## src/rtl/dread_pkg.sv

```systemverilog
package dread_pkg;

  localparam logic [2:0] TERM_NORMAL = 3'd0;
  localparam logic [2:0] TERM_RETRY  = 3'd1;
  localparam logic [2:0] TERM_DISC   = 3'd2;
  localparam logic [2:0] TERM_MABORT = 3'd3;
  localparam logic [2:0] TERM_TABORT = 3'd4;

  typedef enum logic [1:0] {
    CPL_DATA    = 2'd0,
    CPL_MABORT  = 2'd1,
    CPL_TABORT  = 2'd2,
    CPL_TIMEOUT = 2'd3
  } cpl_status_e;

  typedef enum logic [1:0] {
    K_RETRY, K_DATA, K_MABORT, K_TABORT
  } outcome_e;

  typedef enum logic [1:0] {
    ST_IDLE, ST_ISSUE, ST_WAIT, ST_DONE
  } dr_state_e;

  // Classify one attempt; data-free normal/disconnect behaves as a retry.
  function automatic outcome_e classify(input logic [2:0] term, input logic moved);
    case (term)
      TERM_MABORT: return K_MABORT;
      TERM_TABORT: return K_TABORT;
      TERM_NORMAL,
      TERM_DISC:   return moved ? K_DATA : K_RETRY;
      default:     return K_RETRY;
    endcase
  endfunction

  // Termination for the initiator after data was fetched.
  function automatic logic want_disc(input logic pf, input int unsigned asked,
                                     input int unsigned got);
    return !pf || (asked > got);
  endfunction

endpackage

```

## src/rtl/dread_outcome.sv

```systemverilog
module dread_outcome
  import dread_pkg::*;
#(
  parameter int PH_W = 8
) (
  input  logic [2:0]      term,
  input  logic [PH_W-1:0] xfers,
  input  logic            pf,
  input  logic [PH_W-1:0] asked,
  output outcome_e        kind,
  output logic            disc
);

  logic moved;
  assign moved = (xfers != '0);
  assign kind  = classify(term, moved);
  assign disc  = (kind == K_DATA) &&
                 want_disc(pf, int'(unsigned'(asked)), int'(unsigned'(xfers)));

endmodule

```

## src/rtl/dread_attempt_ctr.sv

```systemverilog
module dread_attempt_ctr #(
  parameter int RETRY_LIMIT = 1 << 24,
  localparam int CNT_W = (RETRY_LIMIT > 1) ? $clog2(RETRY_LIMIT) : 1
) (
  input  logic             clk,
  input  logic             rst_n,
  input  logic             clr,
  input  logic             inc,
  output logic [CNT_W-1:0] cnt,
  output logic             at_last
);

  localparam logic [CNT_W-1:0] LAST = CNT_W'(RETRY_LIMIT - 1);

  assign at_last = (cnt == LAST);

  always_ff @(posedge clk or negedge rst_n) begin
    if (!rst_n)      cnt <= '0;
    else if (clr)    cnt <= '0;
    else if (inc)    cnt <= cnt + 1'b1;
  end

  AST_CNT_BOUND: assert property (@(posedge clk) disable iff (!rst_n)
    inc |-> !at_last);

  AST_CNT_CLEAR: assert property (@(posedge clk) disable iff (!rst_n)
    clr |=> (cnt == '0));

endmodule

```

## src/rtl/dread_retry_ctrl.sv

```systemverilog
module dread_retry_ctrl
  import dread_pkg::*;
#(
  parameter int RETRY_LIMIT = 1 << 24,
  parameter int PH_W        = 8
) (
  input  logic            clk,
  input  logic            rst_n,
  input  logic            req_valid,
  input  logic            req_pf,
  input  logic [PH_W-1:0] req_phases,
  output logic            req_ready,
  output logic            att_req,
  input  logic            att_done,
  input  logic [2:0]      att_term,
  input  logic [PH_W-1:0] att_xfers,
  output logic            cpl_ready,
  output logic [1:0]      cpl_status,
  output logic            cpl_disc,
  input  logic            cpl_take,
  output logic            err_pulse
);

  localparam int CNT_W = (RETRY_LIMIT > 1) ? $clog2(RETRY_LIMIT) : 1;

  dr_state_e       state_q;
  logic            pf_q;
  logic [PH_W-1:0] asked_q;
  cpl_status_e     status_q;
  logic            disc_q;
  logic            err_q;

  // named internal events
  logic       accept, attempt_end, end_retry, end_final, to_timeout;
  logic       at_last, cnt_inc;
  logic [CNT_W-1:0] retry_cnt;
  outcome_e   kind;
  logic       kind_disc;

  dread_outcome #(.PH_W(PH_W)) u_outcome (
    .term  (att_term),
    .xfers (att_xfers),
    .pf    (pf_q),
    .asked (asked_q),
    .kind  (kind),
    .disc  (kind_disc)
  );

  assign accept      = (state_q == ST_IDLE) && req_valid;
  assign attempt_end = (state_q == ST_WAIT) && att_done;
  assign end_retry   = attempt_end && (kind == K_RETRY);
  assign to_timeout  = end_retry && at_last;
  assign end_final   = attempt_end && ((kind != K_RETRY) || at_last);
  assign cnt_inc     = end_retry && !at_last;

  dread_attempt_ctr #(.RETRY_LIMIT(RETRY_LIMIT)) u_ctr (
    .clk     (clk),
    .rst_n   (rst_n),
    .clr     (accept),
    .inc     (cnt_inc),
    .cnt     (retry_cnt),
    .at_last (at_last)
  );

  always_ff @(posedge clk or negedge rst_n) begin
    if (!rst_n) begin
      state_q  <= ST_IDLE;
      pf_q     <= 1'b0;
      asked_q  <= '0;
      status_q <= CPL_DATA;
      disc_q   <= 1'b0;
      err_q    <= 1'b0;
    end else begin
      err_q <= 1'b0;
      case (state_q)
        ST_IDLE: if (accept) begin
          state_q <= ST_ISSUE;
          pf_q    <= req_pf;
          asked_q <= req_phases;
        end
        ST_ISSUE: state_q <= ST_WAIT;
        ST_WAIT: if (attempt_end) begin
          if (to_timeout) begin
            state_q  <= ST_DONE;
            status_q <= CPL_TIMEOUT;
            disc_q   <= 1'b0;
            err_q    <= 1'b1;
          end else if (end_retry) begin
            state_q <= ST_ISSUE;
          end else begin
            state_q  <= ST_DONE;
            disc_q   <= kind_disc;
            case (kind)
              K_MABORT: status_q <= CPL_MABORT;
              K_TABORT: status_q <= CPL_TABORT;
              default:  status_q <= CPL_DATA;
            endcase
          end
        end
        ST_DONE: if (cpl_take) state_q <= ST_IDLE;
        default: state_q <= ST_IDLE;
      endcase
    end
  end

  assign req_ready  = (state_q == ST_IDLE);
  assign att_req    = (state_q == ST_ISSUE);
  assign cpl_ready  = (state_q == ST_DONE);
  assign cpl_status = status_q;
  assign cpl_disc   = disc_q;
  assign err_pulse  = err_q;

  AST_ATT_SINGLE: assert property (@(posedge clk) disable iff (!rst_n)
    att_req |=> !att_req);

  AST_ACCEPT_LAUNCH: assert property (@(posedge clk) disable iff (!rst_n)
    (req_valid && req_ready) |=> att_req);

  AST_RETRY_RELAUNCH: assert property (@(posedge clk) disable iff (!rst_n)
    (end_retry && !at_last) |=> att_req);

  AST_FINAL_CPL: assert property (@(posedge clk) disable iff (!rst_n)
    end_final |=> cpl_ready);

  AST_BUSY_GATE: assert property (@(posedge clk) disable iff (!rst_n)
    (cpl_ready || att_req) |-> !req_ready);

  AST_CPL_HOLD: assert property (@(posedge clk) disable iff (!rst_n)
    (cpl_ready && !cpl_take) |=>
      (cpl_ready && $stable(cpl_status) && $stable(cpl_disc)));

  AST_ABORT_NODISC: assert property (@(posedge clk) disable iff (!rst_n)
    (cpl_ready && (cpl_status != 2'd0)) |-> !cpl_disc);

  AST_ERR_TIMEOUT: assert property (@(posedge clk) disable iff (!rst_n)
    err_pulse |-> (cpl_ready && (cpl_status == 2'd3)));

  AST_ERR_ONCE: assert property (@(posedge clk) disable iff (!rst_n)
    err_pulse |=> !err_pulse);

endmodule

```

## config.mk

```make
export PLATFORM = sky130hd
export DESIGN_NAME = dread_retry_ctrl
export DESIGN_NICKNAME = d
export VERILOG_FILES = /design/src/rtl/dread_pkg.sv /design/src/rtl/dread_outcome.sv /design/src/rtl/dread_attempt_ctr.sv /design/src/rtl/dread_retry_ctrl.sv
export SDC_FILE = /design/constraint.sdc
export NUM_CORES = 1
export LEC_CHECK = 0
export BUFFER_PORTS_ARGS = -buffer_cell sky130_fd_sc_hd__buf_4
export CAP_MARGIN = 15
export CORE_UTILIZATION = 59
export CTS_BUF_LIST = sky130_fd_sc_hd__clkbuf_8
export CTS_CLUSTER_DIAMETER = 30
export CTS_CLUSTER_SIZE = 24
export DETAILED_ROUTE_END_ITERATION = 7
export PLACE_DENSITY = 0.82
export SLEW_MARGIN = 20
export SYNTH_ARGS = -nofsm -noshare
export SYNTH_HDL_FRONTEND = slang
export SYNTH_SLANG_ARGS = --single-unit
```

## constraint.sdc

```tcl
create_clock -name clk -period 2.3 [get_ports clk]
set_input_delay 0.23 -clock clk [delete_from_list [all_inputs] [get_ports clk]]
set_output_delay 0.23 -clock clk [all_outputs]
set_load 0.05 [all_outputs]
```

; ---- After elaboration in Yosys (flattened, before gate mapping)
; Index checks and enable logic that the tools add are counted.
[word_totals]
register_bits = 39
inputBits = 25
output_inout_bits = 7
elab_cells = 59
[classes]
n_addsub = 1
order_cmp = 1
eq_ne = 14
mux = 18
reduce_logical = 18
[op_table]
columns = cell, count
row1 = $mux 24, 2
row2 = $add 24x1->24 const B, 1
row3 = $eq 24x24->1 const B, 1
row4 = $mux 2, 7
row5 = $eq 2x2->1 const B, 4
row6 = $gt 8x8->1, 1
row7 = $pmux 2 s4, 1
row8 = $reduce_bool 8->1, 1
row9 = $eq 3x2->1 const B, 2
row10 = $logic_and 1x1->1, 6
row11 = $mux 1, 6
row12 = $ne 2x1->1 const B, 3
row13 = $pmux 2 s3, 1
row14 = $reduce_and 3->1, 2
row15 = $eq 2x1->1 const B, 2
row16 = $logic_not 2->1, 2
row17 = $pmux 2 s2, 1
row18 = $eq 3x3->1 const B, 1
row19 = $logic_not 3->1, 1
row20 = $logic_not 1->1, 2
row21 = $ne 2x2->1 const B, 1
row22 = $reduce_and 2->1, 1
row23 = $reduce_bool 2->1, 1
row24 = $reduce_or 2->1, 1
row25 = $logic_or 1x1->1, 1

; ---- Depth between registers and ports, before layout
[logic_depth]
depth_word = 9
ltp_mapped = 8
mapped_depth_nobuf = 7

; ---- By module
; Synthesis repeated with hierarchy kept, for this count alone.
[hier_totals]
cells_unflattened = 217
area_unflattened_um2 = 2234.6
[by_module_without_submodules]
columns = module, n_inst, cells_each, area_per_inst_um2, seq_area_each_um2
row1 = dread_attempt_ctr, 1, 130, 1283.7, 600.6
row2 = dread_retry_ctrl, 1, 50, 688.2, 375.4
row3 = dread_outcome, 1, 37, 262.8, 0.0

; ---- Least setup slack after synthesis
; No wires, ideal clock.
[synth_path]
path_kind = register -> register
from = register state_q[1]
to = register u_ctr.cnt[0]
setup_time_ns = 0.136
arrival_time_ns = 2.007
t_required_ns = 2.164
path_slack_ns = 0.157
path_stages_with_launch = 6
path_buffers = 2
synth_period_minus_slack_ns = 2.143
cell_sequence = dfrtp_1 nor2_1 and2_1 clkbuf_1 clkbuf_1 a21oi_1
[synth_via]
word_cells_on_any_way = 8
classes_between = eq/ne: 1 / mux: 1 / reduce/logical: 6
[synth_rtl]
columns = item, line
row1 = "start, declared", dread_retry_ctrl.sv:26  ; dr_state_e state_q;
row2 = "start signal, assigned", dread_retry_ctrl.sv:67  ; state_q <= ST_IDLE;
row3 = "start signal, assigned", dread_retry_ctrl.sv:77  ; state_q <= ST_ISSUE;
row4 = "start signal, assigned", dread_retry_ctrl.sv:81  ; ST_ISSUE: state_q <= ST_WAIT;
row5 = $logic_not 2->1 (*), --
row6 = net req_ready, dread_retry_ctrl.sv:12  ; output logic req_ready,
row7 = $logic_and 1x1->1 (*), dread_retry_ctrl.sv:49  ; assign accept = (state_q == ST_IDLE) && req_valid;
row8 = $mux 24 / $reduce_bool 2->1 (equally long branches), --
row9 = "end signal, assigned", dread_attempt_ctr.sv:20  ; else if (inc) cnt <= cnt + 1'b1;
row10 = "end, declared", dread_attempt_ctr.sv:9  ; output logic [CNT_W-1:0] cnt,
; The timed path passes the listed nets; every way through them passes the cells marked *.
; A chain may end at the register's enable or synchronous reset.

; ---- Final worst setup path
[layout_path]
from = register u_ctr.cnt[18]
to = register u_ctr.cnt[3]
[layout_via]
elab_chain_len = 4
[layout_rtl]
columns = item, line
row1 = $eq 24x24->1, dread_attempt_ctr.sv:15  ; assign at_last = (cnt == LAST);
row2 = $logic_not 1->1, dread_retry_ctrl.sv:54  ; assign cnt_inc = end_retry && !at_last;
row3 = $logic_and 1x1->1, dread_retry_ctrl.sv:54
row4 = $reduce_bool 2->1 (no source line), --
; Every way passes these cells.

==> flow_metrics.env <==
export IMPL_syn2layout_area_growth_pct=20.2
export IMPL_numCtsBuffers=5
export IMPL_gp_congestion=0.824
export IMPL_period_share=0.906
export IMPL_yosys_warnings=0
export IMPL_postRouteWirelength_mm=5.39
export IMPL_cts_max_level=2
export IMPL_power_static_leakage_nw=1.26
export IMPL_crit_path_max_incr_delay_ps=670
export IMPL_outcome="completed"
export IMPL_maxCapViolations=0
export IMPL_clock_path_buffers=2
export IMPL_setup_violations_final=0
export IMPL_overflow=0
export IMPL_period_needed_ps=2080
export IMPL_worst_slew_pin_slew_ps=758
export IMPL_crit_chain="nand4_1 -> or4_1 -> nor2_1 -> buf_4 -> o21ai_0 -> a21oi_1"
export IMPL_die_w_um=64.5
export IMPL_worst_slack_ps=215
export IMPL_row_count=22
export IMPL_ys_top_cells_by_area="dfrtp_1 42%, nand2_1 7.5%, ha_1 4.9%"
export IMPL_syn_nets=292
export IMPL_syn_avg_cell_area_um2=8.94
export IMPL_crit_fanout=13
export IMPL_synth_area_mm2=0.00231
export IMPL_layout_drive_gt1_share=0.204
export IMPL_rsz0062_at_grt="no"
export IMPL_hold_viol=0
export IMPL_synthFlopType="dfrtp_1"
export IMPL_worst_hold_path_type="input pin to flip-flop"
export IMPL_yosysSeqAreaShare=0.423
export IMPL_port_buffers=31
export IMPL_dieArea_mm2=0.00416
export IMPL_final_nets=332
export IMPL_clock_latency_ps=300
export IMPL_finalMaxSlewViolations=0
export IMPL_grt_pass1_wl_mm=9.40
export IMPL_antennaDiodeCount=0
export IMPL_fmax_mhz=480
export IMPL_cts_sinks=39
export IMPL_crit_type="flip-flop to flip-flop"
export IMPL_dp_slack_ps=155
export IMPL_cp_arrival_ps=2310
export IMPL_dpl_hpwl_mm=3.89
export IMPL_relSlewSlack=0.493
export IMPL_core_mm2=0.00372
export IMPL_synth_top_family_by_area="simple AND/OR/NAND/NOR gates"
export IMPL_cts_resized=0
export IMPL_wl_per_cell_um=15.5
export IMPL_synth_compound_area_frac=0.142
export IMPL_ant_nets=0
export IMPL_netlist_cell_type_count=44
export IMPL_antenna_found_initial=0
export IMPL_path_buf_inv=1
export IMPL_fin_worst_skew_ps=11.0
export IMPL_track_usage=0.298
export IMPL_ys_ff_latch=39
export IMPL_ir_drop_v=0.000540
export IMPL_initial_utilization=0.621
export IMPL_cts_setup_buffers=0
export IMPL_async_flop_share=1.00
export IMPL_power_density_mw_per_mm2=865
export IMPL_synth_xor_xnor_area_share=0
export IMPL_path_delay_family="simple AND/OR/NAND/NOR gates"
export IMPL_root_buffer="clkbuf_8"
export IMPL_grt_pass1_vias=2135
export IMPL_num_io_pins=32
export IMPL_yosysMostFrequentCell="nand2_1"
export IMPL_syn_inst=258
export IMPL_clk_pin_slew_ps=70
export IMPL_n_fill_cell=280
export IMPL_muxShareOfSynthArea=0.0407
export IMPL_die_y_um=64.5
export IMPL_grt_max_degree=40
export IMPL_synth_adder_area_share=0.0488
export IMPL_dr_pass1_iters=4
export IMPL_vias=2104
export IMPL_synthSimpleGateAreaFrac=0.297
export IMPL_synth_top_cell_area_share=0.423
export IMPL_viasPerCell=6.06
export IMPL_cts_tree="done"
export IMPL_critical_path_required_ps=2520
export IMPL_synth_edff_count=0
export IMPL_synth_commonest_cells="46 x nand2_1, 39 x dfrtp_1, 18 x a21oi_1, 16 x inv_1, 14 x nor2_1"
export IMPL_reg2reg_slack_ps=220
export IMPL_synth_area_leader_cell="dfrtp_1"
export IMPL_critPathCaptureType="flip-flop"
export IMPL_setup_tns_final_ps=0
export IMPL_drc=0
export IMPL_drtIter0Drc=118
export IMPL_cp_start_kind="flip-flop"
export IMPL_stdcell_count=347
export IMPL_slowest_stage="or4_1"
export IMPL_dp_cells=338
[per-stage QoR]
stage | instance area, um^2 | hold WS (ps) | power, mW | utilization
finish | 2770 | 117 | 2.40 | 0.746
global route | 2770 | 132 | 2.54 | 0.746
CTS | 2770 | 111 | 2.41 | 0.746
detailed placement | 2630 | 231 | 1.74 | 0.708
global placement | 2630 | 231 | 1.70 | 0.708
floorplan | 2310 | -65.6 | 1.45 | -
[routing by layer]
metal | part of all wire | track usage | vias to the layer above
li1 | - | - | 1014
met1 | 0.47 | 0.369 | 1011
met2 | 0.46 | 0.496 | 66
met3 | 0.042 | 0.0651 | 13
met4 | 0.027 | 0.139 | 0
met5 | 0 | 0 | -
[registers in the layout, indices dropped and copies added, names as in the netlist]
register    count
asked_q         8
cpl_disc        1
cpl_status      2
err_pulse       1
pf_q            1
state_q         2
u_ctr.cnt      24
[logic make-up after synthesis]
group / after synthesis
compound gates: 50
fa+ha+maj: 9
buf+inv: 26
flops: 39
mux: 9
simple gates: 125
[worst min-delay path: cells and delay by family]
family	cells	cell delay (ps)
buffers and inverters	1	80
and+or+nand+nor	2	80
[path summary, 6_finish.rpt]
check | startpoint | to | cells after the start
worst max-delay path | u_ctr.cnt[18] | u_ctr.cnt[3] | 6
worst min-delay path | req_phases[5] | asked_q[5] | 3
worst max register to register | u_ctr.cnt[18] | u_ctr.cnt[3] | 6
worst min register to register | asked_q[1] | asked_q[1] | 2
max in group asynchronous | rst_n | u_ctr.cnt[20] | 2
min in group asynchronous | rst_n | u_ctr.cnt[7] | 2
[area by class of cell]
class	count	area [um^2]	area share
clock buffer	5	68.8	0.0248
clock inverter	3	63.8	0.0230
timing repair buffer	43	325	0.117
sequential	39	976	0.352
inverter	16	60.1	0.0217
tap	48	60.1	0.0217
multi-input combinational	193	1220	0.440
[report_power, final]
group	internal, mW	switching (mW)	leakage [nW]	total, mW
clock	0.429	0.247	0.0695	0.676
combinational	0.296	0.505	0.675	0.801
sequential	0.822	0.101	0.520	0.922
total	1.55	0.852	1.26	2.40
[timing repair]
action / CTS / global route
hold buffers: 1 / 0
endpoints found under the hold margin: 39 / 0
setup endpoints to repair: 0 / 0
[cells in the final DEF, fill, tap and decap left out, types with 3 or more instances in the layout]
| cell type | Yosys | layout |
|---|---|---|
| o31ai_1 | 7 | 7 |
| nand2_1 | 46 | 46 |
| nor3_1 | 5 | 5 |
| nand4_1 | 9 | 9 |
| buf_4 | 1 | 42 |
| nor2_1 | 14 | 14 |
| dfrtp_1 | 39 | 39 |
| nand2b_1 | 5 | 5 |
| or4b_1 | 3 | 3 |
| mux2_2 | 3 | 3 |
| and3_1 | 3 | 3 |
| and2_1 | 4 | 4 |
| nand3_1 | 12 | 12 |
| or4_1 | 8 | 8 |
| or3_1 | 4 | 4 |
| o41ai_1 | 3 | 3 |
| ha_1 | 9 | 9 |
| mux2i_1 | 6 | 6 |
| inv_1 | 16 | 17 |
| o21ai_0 | 7 | 7 |
| a21oi_1 | 18 | 18 |
| clkbuf_8 | 0 | 5 |
| nor4_1 | 3 | 3 |
Note: power is estimated with default switching activity, not from simulation.
